--- src/rtl/mrw_pkg.sv ---
package mrw_pkg;
  localparam int NUM_MR = 3;

  typedef enum logic [1:0] {
    SEL_MR0 = 2'd0,
    SEL_MR1 = 2'd1,
    SEL_MR2 = 2'd2
  } mr_sel_e;
endpackage

--- src/rtl/mrw_pointer.sv ---
module mrw_pointer
  import mrw_pkg::*;
(
  input  logic    clk,
  input  logic    rst_n,
  input  logic    cmd_sel_mr0,
  input  logic    cmd_sel_mr1,
  input  logic    acc_fire,
  output mr_sel_e sel_q
);
  mr_sel_e sel_d;

  always_comb begin
    sel_d = sel_q;
    if (cmd_sel_mr1) begin
      sel_d = SEL_MR1;
    end else if (cmd_sel_mr0) begin
      sel_d = SEL_MR0;
    end else if (acc_fire) begin
      unique case (sel_q)
        SEL_MR0: sel_d = SEL_MR1;
        SEL_MR1: sel_d = SEL_MR2;
        default: sel_d = SEL_MR2;
      endcase
    end
  end

  always_ff @(posedge clk) begin
    if (!rst_n) sel_q <= SEL_MR1;
    else        sel_q <= sel_d;
  end
endmodule

--- src/rtl/mrw_regfile.sv ---
module mrw_regfile
  import mrw_pkg::*;
#(
  parameter int DW       = 8,
  parameter int CHAN     = 0,
  parameter int RATE_W   = 3,
  parameter int NUM_RATE = 6,
  parameter int RSVD_BIT = 3
) (
  input  logic          clk,
  input  logic          rst_n,
  input  logic          wr_fire,
  input  mr_sel_e       sel,
  input  logic [DW-1:0] wdata,
  output logic [DW-1:0] regs_q [NUM_MR]
);
  localparam int NIB_W = 4;

  function automatic logic [DW-1:0] mr0_filter(input logic [DW-1:0] prev,
                                                input logic [DW-1:0] nv);
    logic [DW-1:0] r;
    r = nv;
    if (int'(nv[RATE_W-1:0]) >= NUM_RATE) r[RATE_W-1:0] = prev[RATE_W-1:0];
    r[RSVD_BIT] = 1'b0;
    if (CHAN == 1) r[NIB_W-1:0] = '0;
    return r;
  endfunction

  for (genvar i = 0; i < NUM_MR; i++) begin : g_mr
    logic hit;
    assign hit = wr_fire && (int'(sel) == i);
    always_ff @(posedge clk) begin
      if (!rst_n) begin
        regs_q[i] <= '0;
      end else if (hit) begin
        if (i == 0) regs_q[i] <= mr0_filter(regs_q[i], wdata);
        else        regs_q[i] <= wdata;
      end
    end
  end
endmodule

--- src/rtl/mrw_readback.sv ---
module mrw_readback
  import mrw_pkg::*;
#(
  parameter int DW = 8
) (
  input  logic          clk,
  input  logic          rst_n,
  input  logic          rd_fire,
  input  mr_sel_e       sel,
  input  logic [DW-1:0] regs_q [NUM_MR],
  output logic          rd_valid,
  output logic [DW-1:0] rd_data
);
  logic [DW-1:0] mux_out;

  always_comb begin
    unique case (sel)
      SEL_MR0: mux_out = regs_q[0];
      SEL_MR1: mux_out = regs_q[1];
      default: mux_out = regs_q[2];
    endcase
  end

  always_ff @(posedge clk) begin
    if (!rst_n) begin
      rd_valid <= 1'b0;
      rd_data  <= '0;
    end else begin
      rd_valid <= rd_fire;
      if (rd_fire) rd_data <= mux_out;
    end
  end
endmodule

--- src/rtl/moderegs_window.sv ---
module moderegs_window
  import mrw_pkg::*;
#(
  parameter int DW       = 8,
  parameter int CHAN     = 0,
  parameter int RATE_W   = 3,
  parameter int NUM_RATE = 6,
  parameter int RSVD_BIT = 3
) (
  input  logic          clk,
  input  logic          rst_n,
  input  logic          cmd_sel_mr0,
  input  logic          cmd_sel_mr1,
  input  logic          acc_valid,
  output logic          acc_ready,
  input  logic          acc_write,
  input  logic [DW-1:0] acc_wdata,
  output logic          rd_valid,
  output logic [DW-1:0] rd_data,
  output logic [DW-1:0] mr0_q,
  output logic [DW-1:0] mr1_q,
  output logic [DW-1:0] mr2_q
);
  mr_sel_e       sel_cur;
  logic          acc_fire;
  logic [DW-1:0] regs_q [NUM_MR];

  assign acc_ready = !(cmd_sel_mr0 || cmd_sel_mr1);
  assign acc_fire  = acc_valid && acc_ready;

  mrw_pointer u_ptr (
    .clk         (clk),
    .rst_n       (rst_n),
    .cmd_sel_mr0 (cmd_sel_mr0),
    .cmd_sel_mr1 (cmd_sel_mr1),
    .acc_fire    (acc_fire),
    .sel_q       (sel_cur)
  );

  mrw_regfile #(
    .DW(DW), .CHAN(CHAN), .RATE_W(RATE_W),
    .NUM_RATE(NUM_RATE), .RSVD_BIT(RSVD_BIT)
  ) u_regs (
    .clk     (clk),
    .rst_n   (rst_n),
    .wr_fire (acc_fire && acc_write),
    .sel     (sel_cur),
    .wdata   (acc_wdata),
    .regs_q  (regs_q)
  );

  mrw_readback #(.DW(DW)) u_rb (
    .clk      (clk),
    .rst_n    (rst_n),
    .rd_fire  (acc_fire && !acc_write),
    .sel      (sel_cur),
    .regs_q   (regs_q),
    .rd_valid (rd_valid),
    .rd_data  (rd_data)
  );

  assign mr0_q = regs_q[0];
  assign mr1_q = regs_q[1];
  assign mr2_q = regs_q[2];
endmodule

--- config.mk ---
export PLATFORM = sky130hd
export DESIGN_NAME = moderegs_window
export DESIGN_NICKNAME = d
export VERILOG_FILES = /design/src/rtl/mrw_pkg.sv /design/src/rtl/mrw_pointer.sv /design/src/rtl/mrw_regfile.sv /design/src/rtl/mrw_readback.sv /design/src/rtl/moderegs_window.sv
export SDC_FILE = /design/constraint.sdc
export NUM_CORES = 1
export LEC_CHECK = 0
export BUFFER_PORTS_ARGS = -buffer_cell sky130_fd_sc_hd__buf_2
export CAP_MARGIN = 20
export CORE_MARGIN = 2
export CORE_UTILIZATION = 45
export CTS_CLUSTER_SIZE = 24
export DETAILED_ROUTE_END_ITERATION = 8
export PLACE_DENSITY = 0.75
export SYNTH_ARGS = -nofsm -noshare
export SYNTH_HDL_FRONTEND = slang
export SYNTH_SLANG_ARGS = --single-unit
--- constraint.sdc ---
create_clock -name clk -period 1.3 [get_ports clk]
set_input_delay 0.13 -clock clk [delete_from_list [all_inputs] [get_ports clk]]
set_output_delay 0.13 -clock clk [all_outputs]
set_load 0.005 [all_outputs]
* Yosys cells after proc, flatten, opt, wreduce, memory -nomap -nowiden *
Cells that the tools add are included.

storage, ports and cells
  register bits = 34
  bits of input ports = 14
  logic and storage cells = 33
  output and inout port bits = 34

cells by class
  multiplexer cells = 4
  $lt $le $gt $ge = 1
  reductions and logical operators = 15
  equality and inequality tests = 3
  bitwise logic cells = 2

operators by type and width
  kind                number
  $pmux 8 s2          1
  $logic_and 1x1->1   6
  $eq 2x2->1 const B  2
  $logic_not 2->1     2
  $ge 3x3->1 const B  1
  $reduce_or 3->1     1
  $eq 2x1->1 const B  1
  $logic_not 1->1     2
  $mux 1              2
  $mux 2              1
  $not 1->1           2
  $reduce_and 2->1    1
  $reduce_bool 2->1   1
  $reduce_or 2->1     1
  $logic_or 1x1->1    1

* Logic depth before layout (Yosys ltp) *
Gate-level depths: netlist of the first run.

  depth in word-level cells = 6
  depth in mapped cells = 4
  mapped depth without buffers = 3

* Cells and area by module *
Synthesis of the first run repeated with hierarchy kept, for this count alone.

unflattened totals
  cells, all modules = 140
  area total of the unflattened synthesis = 1536.5 um2

by module, submodules not included
  module           sequential area each (um2)  cells each  instances  area an instance (um2)
  mrw_regfile      460.4                       81          1          905.9
  mrw_readback     180.2                       48          1          511.7
  mrw_pointer      40.0                        7           1          80.1
  moderegs_window  0.0                         4           1          38.8

* Worst setup path before layout of the first run *
OpenSTA, ideal clock, no wires.

  kind = reg2reg
  start = register u_ptr.sel_q[0]
  end = register u_rb.rd_data[0]
  setup slack = 0.063 ns
  path buffers = 1
  required time = 1.173 ns
  library setup time = 0.127 ns
  cell stages (with the launch flop) = 5
  period minus slack after synthesis = 1.237 ns
  data arrival time = 1.110 ns
  cell sequence = dfxtp_1 -> buf_4 -> mux2_2 -> o2111ai_1 -> o21ai_0

on the way
  longest elaborated chain between the ends = 2
  elaborated cells between the ends (all ways) = 3
  classes of those cells = eq/ne (1); mux (1); reduce/logical (1)

RTL lines
  what                                                  line                RTL
  from (decl)                                           mrw_pointer.sv:9    output mr_sel_e sel_q
  from (signal assigned)                                mrw_pointer.sv:30   else sel_q <= sel_d;
  $eq 2x1->1 / $logic_not 2->1 (equally long branches)  mrw_readback.sv:17  unique case (sel)
  $pmux 8 s2 *                                          mrw_readback.sv:17
  to (signal assigned)                                  mrw_readback.sv:30  if (rd_fire) rd_data <= mux_out;
  to (decl)                                             mrw_readback.sv:12  output logic [DW-1:0] rd_data

Mark *: on every way between the ends. The rest lies on a longest branch, timed or not.
A chain may end at the register's enable or synchronous reset.

* Worst setup path in the final report of the first run *
  start = register u_ptr.sel_q[0]
  end = register u_rb.rd_data[4]

Same word-level chain as after synthesis.

==> flow_metrics.tcl, run 1 <==
set metrics [dict create \
    status "finished clean" \
    diodes 0 \
    synth_cell_types 27 \
    finalSetupTns_ps 0 \
    worstSkewPairLatency_ps 340 \
    finalNetCount 221 \
    syn_nets 171 \
    p_per_area_nw_per_um2 1020 \
    overflow 0 \
    regToRegEndpoint "u_rb.rd_data[4]" \
    clk_pin_slew_worst_paths_ps 100 \
    grt_pass1_wl_mm 5.52 \
    syn_area_per_cell_um2 9.59 \
    crit_buf_inv 1 \
    drive_above_1_share_pct 37.0 \
    viasPerCell 5.12 \
    crit_required_ps 1530 \
    leakagePower_uw 0.000970 \
    period_needed_ps 1240 \
    cts.sinks 34 \
    hold_path_class "input pin to register" \
    setup_viol 0 \
    grt_setup_unrepaired "false" \
    place_congestion 0.760 \
    grt_pass1_vias 1230 \
    min_from "cmd_sel_mr0" \
    min_to "u_ptr.sel_q[0]" \
    clock_path_buffers 2 \
    whs_ps 54.5 \
    dr_total_vias 1291 \
    worstSetupPathType "register to register" \
    cp_slowest_cell "dfxtp_2" \
    finalCritPeriodShare_pct 95.4 \
    area_delta_synth_final_pct 26.3 \
    slowest_delay_ps 360 \
    ff2ff_path_depth 4 \
    syn_inst 157 \
    cp-end-kind "register" \
    crit_start "u_ptr.sel_q[0]" \
    drc 0 \
    finalWorstSetupSlack_ps 59.3 \
    drv_cap 0 \
    syn-cell-area_um2 1510 \
    vdd_drop_max_mv 0.498 \
    coreArea_um2 3130 \
    firstDrtPassIters 4 \
    cp.arrival_ps 1470 \
    yosysWarnings 0 \
    num_rows 20 \
    die_x_um 61.8 \
    ys_ff_latch 34 \
    die_y_um 61.8 \
    hold_viol_final 0 \
    cts-root-buf "clkbuf_4" \
    placedCellCount 244 \
    seq_area_frac_synth_pct 45.2 \
    wl_per_cell_um 13.6 \
    port_buffers 46 \
    grt_max_degree 50 \
    critPathLaunchType "register" \
    rrSetupSlack_ps 60 \
    dieArea_um2 3820 \
    cts_tree "yes" \
    drt-initial-drc-count 59 \
    drt_wl_total_mm 3.43 \
    place_area_um2 1820 \
    hold_depth 2 \
    max_freq_mhz 806 \
    skew_ps 6.55 \
    maxSlewViolCount 0 \
    reg2reg_from "u_ptr.sel_q[0]" \
    antenna_found_initial 0 \
    ant_nets 0 \
    preCtsSetupSlack_ps 19.5 \
    crit_path_max_fanout 14 \
    htreeDepth 2 \
    ios 48 \
    place_hpwl_mm 2.47 \
    fin_area_um2 1900 \
    fin_cells 252 \
    cts_buffers 5 \
    cp_top_family "flip-flops" \
    cts_setup_buffers 0 \
    crit_chain "buf_12 > mux2_2 > o2111ai_1 > o21ai_1" \
    grt_usage_pct 20.3 \
    start_util_pct 48.1 \
]
cell usage after synthesis (all sizes together):
library cell,n,share of area [%]
and2,1,0.42
o2111ai,7,4.1
and4bb,1,1.1
nand3b,3,1.5
mux2i,22,15
o221a,1,0.75
nor3b,1,0.50
nand3,1,0.33
o21ai,9,3.0
conb,1,0.25
clkbuf,3,0.75
and3b,1,0.67
nor4b,1,1.6
nand2b,7,2.9
a31oi,1,0.42
a21oi,2,0.67
dfxtp,34,45
nor2,3,0.75
nand2,40,10
buf,9,4.4
nor2b,1,0.42
nor3,1,0.33
mux2,7,5.2
worst max-delay path by stage:
stage / to / depth (start not counted)
6_report: u_rb.rd_data[4] / 4
2_1_floorplan: u_rb.rd_data[0] / 4
4_1_cts: u_regs.regs_q[18] / 4
3_3_place_gp: u_rb.rd_data[4] / 4
3_5_place_dp: u_regs.regs_q[18] / 4
5_1_grt: u_rb.rd_data[4] / 4
flip-flops by register name (all words and copies together) (netlist names):
signal,cells
u_ptr.sel_q,2
u_rb.rd_data,8
u_rb.rd_valid,1
u_regs.regs_q,23
what timing repair did:
action,in CTS,in global routing
endpoints found under the setup margin,0,5
gates resized for setup,0,4
hold buffers,0,0
power by group:
group | internal, µW | switching [µW]
sequential | 1050 | 8.42
clock | 369 | 349
combinational | 71.4 | 86.1
total | 1490 | 444
placed cells by master (no fill, tap or decap), types with 5 or more instances in the layout:
cell,instances
buf_2,46
buf_4,6
clkbuf_4,5
dfxtp_1,33
mux2_2,7
mux2i_1,22
nand2_1,39
nand2b_1,7
o2111ai_1,7
o21ai_0,7
through the flow:
stage,util (%),total power [µW]
detailed placement,58.1,1240
global route,60.8,2010
finish,60.8,1940
global placement,58.1,1240
floorplan,-,1170
CTS,60.6,1950
logic make-up after synthesis:
family / after synthesis / synth area share, %
muxes: 29 / 19.9
DFF: 34 / 45.2
buffers and inverters: 12 / 5.15
and+or+nand+nor: 61 / 20.6
AOI/OAI and AO/OA: 20 / 8.89
other: 1 / 0.249
metal layers:
layer / vias to the layer above / part of all wire (%) / routed length (µm) / global-route usage (%)
met5: - / 0 / 0 / 0
met4: 0 / 2.4 / 83 / 11.9
met3: 9 / 5.9 / 204 / 6.00
met2: 47 / 44 / 1520 / 31.0
met1: 599 / 47 / 1630 / 25.3
li1: 636 / - / - / -
cell type report:
class	instances	area, µm²
timing repair buffer	55	335
clock buffer	8	78.8
fill	273	1230
multi-input combinational	111	749
sequential	34	682
tap	44	55.1
Note: power is estimated with default switching activity, not from simulation.
==> inputs of run 2 (changes only) <==
--- a/config.mk
+++ b/config.mk
@@ -5,13 +5,15 @@
 export SDC_FILE = /design/constraint.sdc
 export NUM_CORES = 1
 export LEC_CHECK = 0
+export ABC_CLOCK_PERIOD_IN_PS = 1300
 export BUFFER_PORTS_ARGS = -buffer_cell sky130_fd_sc_hd__buf_2
 export CAP_MARGIN = 20
+export CORE_ASPECT_RATIO = 2
 export CORE_MARGIN = 2
 export CORE_UTILIZATION = 45
 export CTS_CLUSTER_SIZE = 24
 export DETAILED_ROUTE_END_ITERATION = 8
-export PLACE_DENSITY = 0.75
+export PLACE_DENSITY = 0.84
 export SYNTH_ARGS = -nofsm -noshare
 export SYNTH_HDL_FRONTEND = slang
 export SYNTH_SLANG_ARGS = --single-unit
==> run 2 against run 1 <==
Against the previous run: clock skew shrank 3.1 ps; register-to-register slack is essentially flat; final cell count shrank 4.4%; worst hold slack gained 73 ps; combinational power is essentially flat; power grew 4.2%; wire length grew 2.9%; count of clock-buffer cells in the layout shrank 1; global-route usage shrank 0.89 points; critical endpoint is now u_rb.rd_data[0].
==> flow_metrics.tcl, run 2 (same netlist as run 1, synthesis figures left out) <==
set metrics [dict create \
    setup_viol 0 \
    final_cell_mix "buf_2 (46), nand2_1 (39), dfxtp_1 (33)" \
    hold_viol_final 0 \
    antenna_found_initial 0 \
    fillers 283 \
    grt_pass1_wl_mm 5.48 \
    grt_pass1_vias 1249 \
    grt_setup_unrepaired "false" \
    fin_area_um2 1920 \
    grt_usage_pct 19.4 \
    reg_top3 "u_regs.regs_q x23, u_rb.rd_data x8, u_ptr.sel_q x2" \
    overflow 0 \
    drc 0 \
    grt_max_degree 50 \
    largest_register_ff_count 23 \
    cts_buffers 5 \
    power_uw 2020 \
    whs_ps 127 \
    dieArea_um2 3850 \
    period_needed_ps 1230 \
    multi_input_area_um2 753 \
    place_congestion 0.749 \
    layout_commonest_cell "buf_2" \
    vdd_drop_max_mv 0.717 \
    ios 48 \
    critPathLaunchType "register" \
    coreArea_um2 3190 \
    start_util_pct 47.1 \
    finalCritPeriodShare_pct 94.6 \
    regMostFlops "u_regs.regs_q" \
    firstDrtPassIters 4 \
    cp-end-kind "register" \
    die_x_um 44.9 \
    worstSkewPairLatency_ps 290 \
    port_buffers 46 \
    drive_above_1_share_pct 37.1 \
    area_delta_synth_final_pct 27.3 \
    drt-initial-drc-count 30 \
    dr_total_vias 1329 \
    viasPerCell 5.51 \
    place_hpwl_mm 2.67 \
    cts-root-buf "clkbuf_8" \
    clk_pin_slew_worst_paths_ps 60 \
    clock_path_buffers 2 \
    htreeDepth 2 \
    skew_ps 3.43 \
    diodes 0 \
    crit_required_ps 1470 \
    fin_util_pct 60.0 \
    ant_nets 0 \
    max_freq_mhz 813 \
    wl_per_cell_um 14.6 \
    hold_path_class "input pin to register" \
    cts_tree "yes" \
    finalNetCount 223 \
    num_rows 29 \
    p_per_area_nw_per_um2 1050 \
    status "finished clean" \
    regArea_um2 682 \
    drv_cap 0 \
    cts.sinks 34 \
    cp.arrival_ps 1400 \
    crit_path_max_fanout 3 \
    leakagePower_uw 0.000982 \
    maxSlewViolCount 0 \
    die_y_um 85.8 \
    place_area_um2 1820 \
    drt_wl_total_mm 3.53 \
    worstSetupPathType "register to register" \
]
==> run 2: cell types whose count changed in the layout (fill, tap and decap cells not counted), sizes merged <==
cell | before | now
clkbuf | 8 | 7
buf | 55 | 57
clkinv | 0 | 1
==> run 2: final cells by class <==
class | count | area share (%)
Multi-Input combinational cell | 111 | 39.3
Sequential cell | 34 | 35.6
Timing Repair Buffer | 57 | 18.3
Clock buffer | 7 | 4.51
Tap cell | 31 | 2.02
Clock inverter | 1 | 0.261
==> run 2: timing repair <==
action / in CTS / in global routing
pin swaps: 0 / 0
endpoints found under the setup margin: 1 / 1
endpoints found under the hold margin: 0 / 0
buffers inserted: 0 / 0
resized for setup: 1 / 1
hold buffers: 0 / 0
==> run 2: critical path, stage by stage, from the launching register on <==
cell and delay (ps):
dfxtp_2 360, buf_4 130, mux2_2 340, o2111ai_2 180, o21ai_0 110
==> run 2: power breakdown <==
group / switching (µW) / internal (µW) / leakage, µW
combinational: 85.6 / 75.3 / 0.000660
sequential: 9.46 / 1050 / 0.000274
clock: 368 / 427 / 0.0000482
total: 463 / 1560 / 0.000982
==> run 2: per-stage QoR <==
| stage | std cells | setup WS [ps] | setup TNS [ps] |
|---|---|---|---|
| floorplan | 157 | 63.5 | 0 |
| global placement | 233 | 89.8 | 0 |
| detailed placement | 233 | -28.1 | -28.1 |
| CTS | 241 | 25.6 | 0 |
| global route | 241 | 7.29 | 0 |
| finish | 241 | 70.4 | 0 |
==> run 2: layer usage <==
layer / vias up / share of wire (%) / wire [µm] / track usage [%]
met5: - / 0 / 0 / 0
li1: 649 / - / - / -
met4: 0 / 3.9 / 137 / 11.8
met3: 13 / 4.7 / 167 / 4.84
met1: 620 / 37 / 1320 / 20.6
met2: 47 / 54 / 1900 / 32.7
==> run 2: path summary, 6_finish.rpt <==
path / from / end / slack (ps) / cells after the start
hold reg to reg: u_rb.rd_data[7] / u_rb.rd_data[7] / 460 / 2
hold / removal: cmd_sel_mr0 / u_ptr.sel_q[0] / 130 / 2
setup / recovery: u_ptr.sel_q[0] / u_rb.rd_data[0] / 70 / 4
setup reg to reg: u_ptr.sel_q[0] / u_rb.rd_data[0] / 70 / 4
==> inputs of run 3 (changes only) <==
--- a/config.mk
+++ b/config.mk
@@ -6,14 +6,14 @@
 export NUM_CORES = 1
 export LEC_CHECK = 0
 export ABC_CLOCK_PERIOD_IN_PS = 1300
-export BUFFER_PORTS_ARGS = -buffer_cell sky130_fd_sc_hd__buf_2
 export CAP_MARGIN = 20
 export CORE_ASPECT_RATIO = 2
 export CORE_MARGIN = 2
-export CORE_UTILIZATION = 45
+export CORE_UTILIZATION = 55
 export CTS_CLUSTER_SIZE = 24
 export DETAILED_ROUTE_END_ITERATION = 8
-export PLACE_DENSITY = 0.84
+export DONT_BUFFER_PORTS = 1
+export PLACE_DENSITY = 0.82
 export SYNTH_ARGS = -nofsm -noshare
 export SYNTH_HDL_FRONTEND = slang
 export SYNTH_SLANG_ARGS = --single-unit
==> run 3 against run 2 <==
Against the previous run: design area down 12%; power down 1.2%; global-route usage up 6.2 points; final cell count is 20% lower; clock power increased by 2%; largest power group unchanged; sequential power barely moved; clock skew increased by 3.5 ps; count of clock-buffer cells in the layout stayed put; first-iteration DRC count fell by 20%; highest routed layer unchanged; largest cell class unchanged; worst setup slack improved by 11 ps.
==> flow_metrics.tcl, run 3 (same netlist as run 1, synthesis figures left out) <==
set metrics [dict create \
    status "finished clean" \
    overflow 0 \
    dieArea_um2 3200 \
    hold_depth 2 \
    path_depth 4 \
    place_area_um2 1520 \
    drc 0 \
    viasPerCell 6.03 \
    reg_top3 "u_regs.regs_q x23, u_rb.rd_data x8, u_ptr.sel_q x2" \
    grt_pass1_vias 1166 \
    drv_cap 0 \
    slew_headroom_pct 42.6 \
    crit_path_max_fanout 14 \
    fillers 229 \
    fin_util_pct 65.7 \
    die_y_um 78.0 \
    drt_wl_total_mm 3.56 \
    die_x_um 41.0 \
    cp_top_family "flip-flops" \
    period_needed_ps 1220 \
    finalCritPeriodShare_pct 93.7 \
    grt_pass1_wl_mm 5.60 \
    crit_required_ps 1470 \
    drt-initial-drc-count 24 \
    drive_above_1_share_pct 16.3 \
    worstSkewPairLatency_ps 290 \
    tightest_slew_ps 861 \
    htreeDepth 2 \
    clock_path_buffers 2 \
    antenna_found_initial 0 \
    ff2ff_path_depth 4 \
    area_delta_synth_final_pct 12.1 \
    finalNetCount 179 \
    setup_viol 0 \
    cp-end-kind "register" \
    critPathLaunchType "register" \
    start_util_pct 58.6 \
    wl_per_cell_um 18.4 \
    slowest_delay_ps 350 \
    crit_buf_inv 1 \
    cts.sinks 34 \
    ant_nets 0 \
    regMostFlops "u_regs.regs_q" \
    fin_area_um2 1690 \
    worstSetupPathType "register to register" \
    hold_viol_final 0 \
    diodes 0 \
    cp.arrival_ps 1390 \
    cp_slowest_cell "dfxtp_2" \
    coreArea_um2 2570 \
    num_rows 26 \
    firstDrtPassIters 4 \
    max_freq_mhz 821 \
    leakagePower_uw 0.000755 \
    p_per_area_nw_per_um2 1180 \
    dr_total_vias 1170 \
    finalSetupTns_ps 0 \
    ios 48 \
    vdd_drop_max_mv 0.738 \
    power_uw 1990 \
    place_congestion 0.689 \
    crit_chain "buf_12 > mux2_2 > o2111ai_1 > o21ai_0" \
    grt_setup_unrepaired "false" \
    cts_tree "yes" \
    maxSlewViolCount 0 \
    grt_usage_pct 25.6 \
    cts_buffers 5 \
    clk_pin_slew_worst_paths_ps 70 \
    place_hpwl_mm 2.31 \
    layout_commonest_cell "nand2_1" \
    final_cell_mix "nand2_1 (39), dfxtp_1 (33), mux2i_1 (22)" \
    grt_max_degree 27 \
    largest_register_ff_count 23 \
    hold_path_class "input pin to register" \
    port_buffers 0 \
    cts-root-buf "clkbuf_8" \
    skew_ps 6.94 \
]
## run 3: cell count changes in the layout (fill, tap and decap cells not counted), sizes merged
cell / before / now
dlygate4sd3: 0 / 6
dlymetal6s4s: 0 / 1
buf: 57 / 6
## run 3: layer usage
layer,part of all wire [%],track usage [%],vias up
li1,-,-,560
met1,37,28.4,556
met2,53,40.2,44
met3,6.4,9.14,10
met4,2.8,12.3,0
met5,0,0,-
## run 3: where the power goes
group / total [µW] / switching, µW / internal, µW / leakage, µW
clock network: 814 / 387 / 427 / 0.0000482
logic: 115 / 60.7 / 54.6 / 0.000432
registers: 1060 / 11.4 / 1050 / 0.000274
## run 3: timing repair
| action | 4_1_cts | 5_1_grt |
|---|---|---|
| hold endpoints to repair | 27 | 0 |
| gates resized for setup | 0 | 5 |
| endpoints found under the setup margin | 0 | 24 |
| buffers inserted | 0 | 0 |
| hold buffers | 7 | 0 |
## run 3: layout make-up
class / instances / area [µm²] / share of cell area [%]
clock buffer: 7 / 86.3 / 5.11
clock inverter: 1 / 5.00 / 0.297
multi-input combinational: 111 / 749 / 44.4
sequential: 34 / 682 / 40.4
tap: 28 / 35.0 / 2.08
timing repair buffer: 13 / 130 / 7.71
## run 3: final timing paths
check,endpoint,from,slack [ps]
max,u_rb.rd_data[0],u_ptr.sel_q[0],80
min,u_rb.rd_data[6],rst_n,0.7
max reg2reg,u_rb.rd_data[0],u_ptr.sel_q[0],80
min reg2reg,u_rb.rd_data[7],u_rb.rd_data[7],470
## run 3: stage by stage
stage                     setup slack [ps]  hold WS, ps  instances
after global placement                 103          253        179
after detailed placement              59.2          248        179
final                                 81.8        0.694        194
after CTS                             16.8         4.17        194
after floorplan                       63.5          232        157
after global routing                  6.20         3.69        194
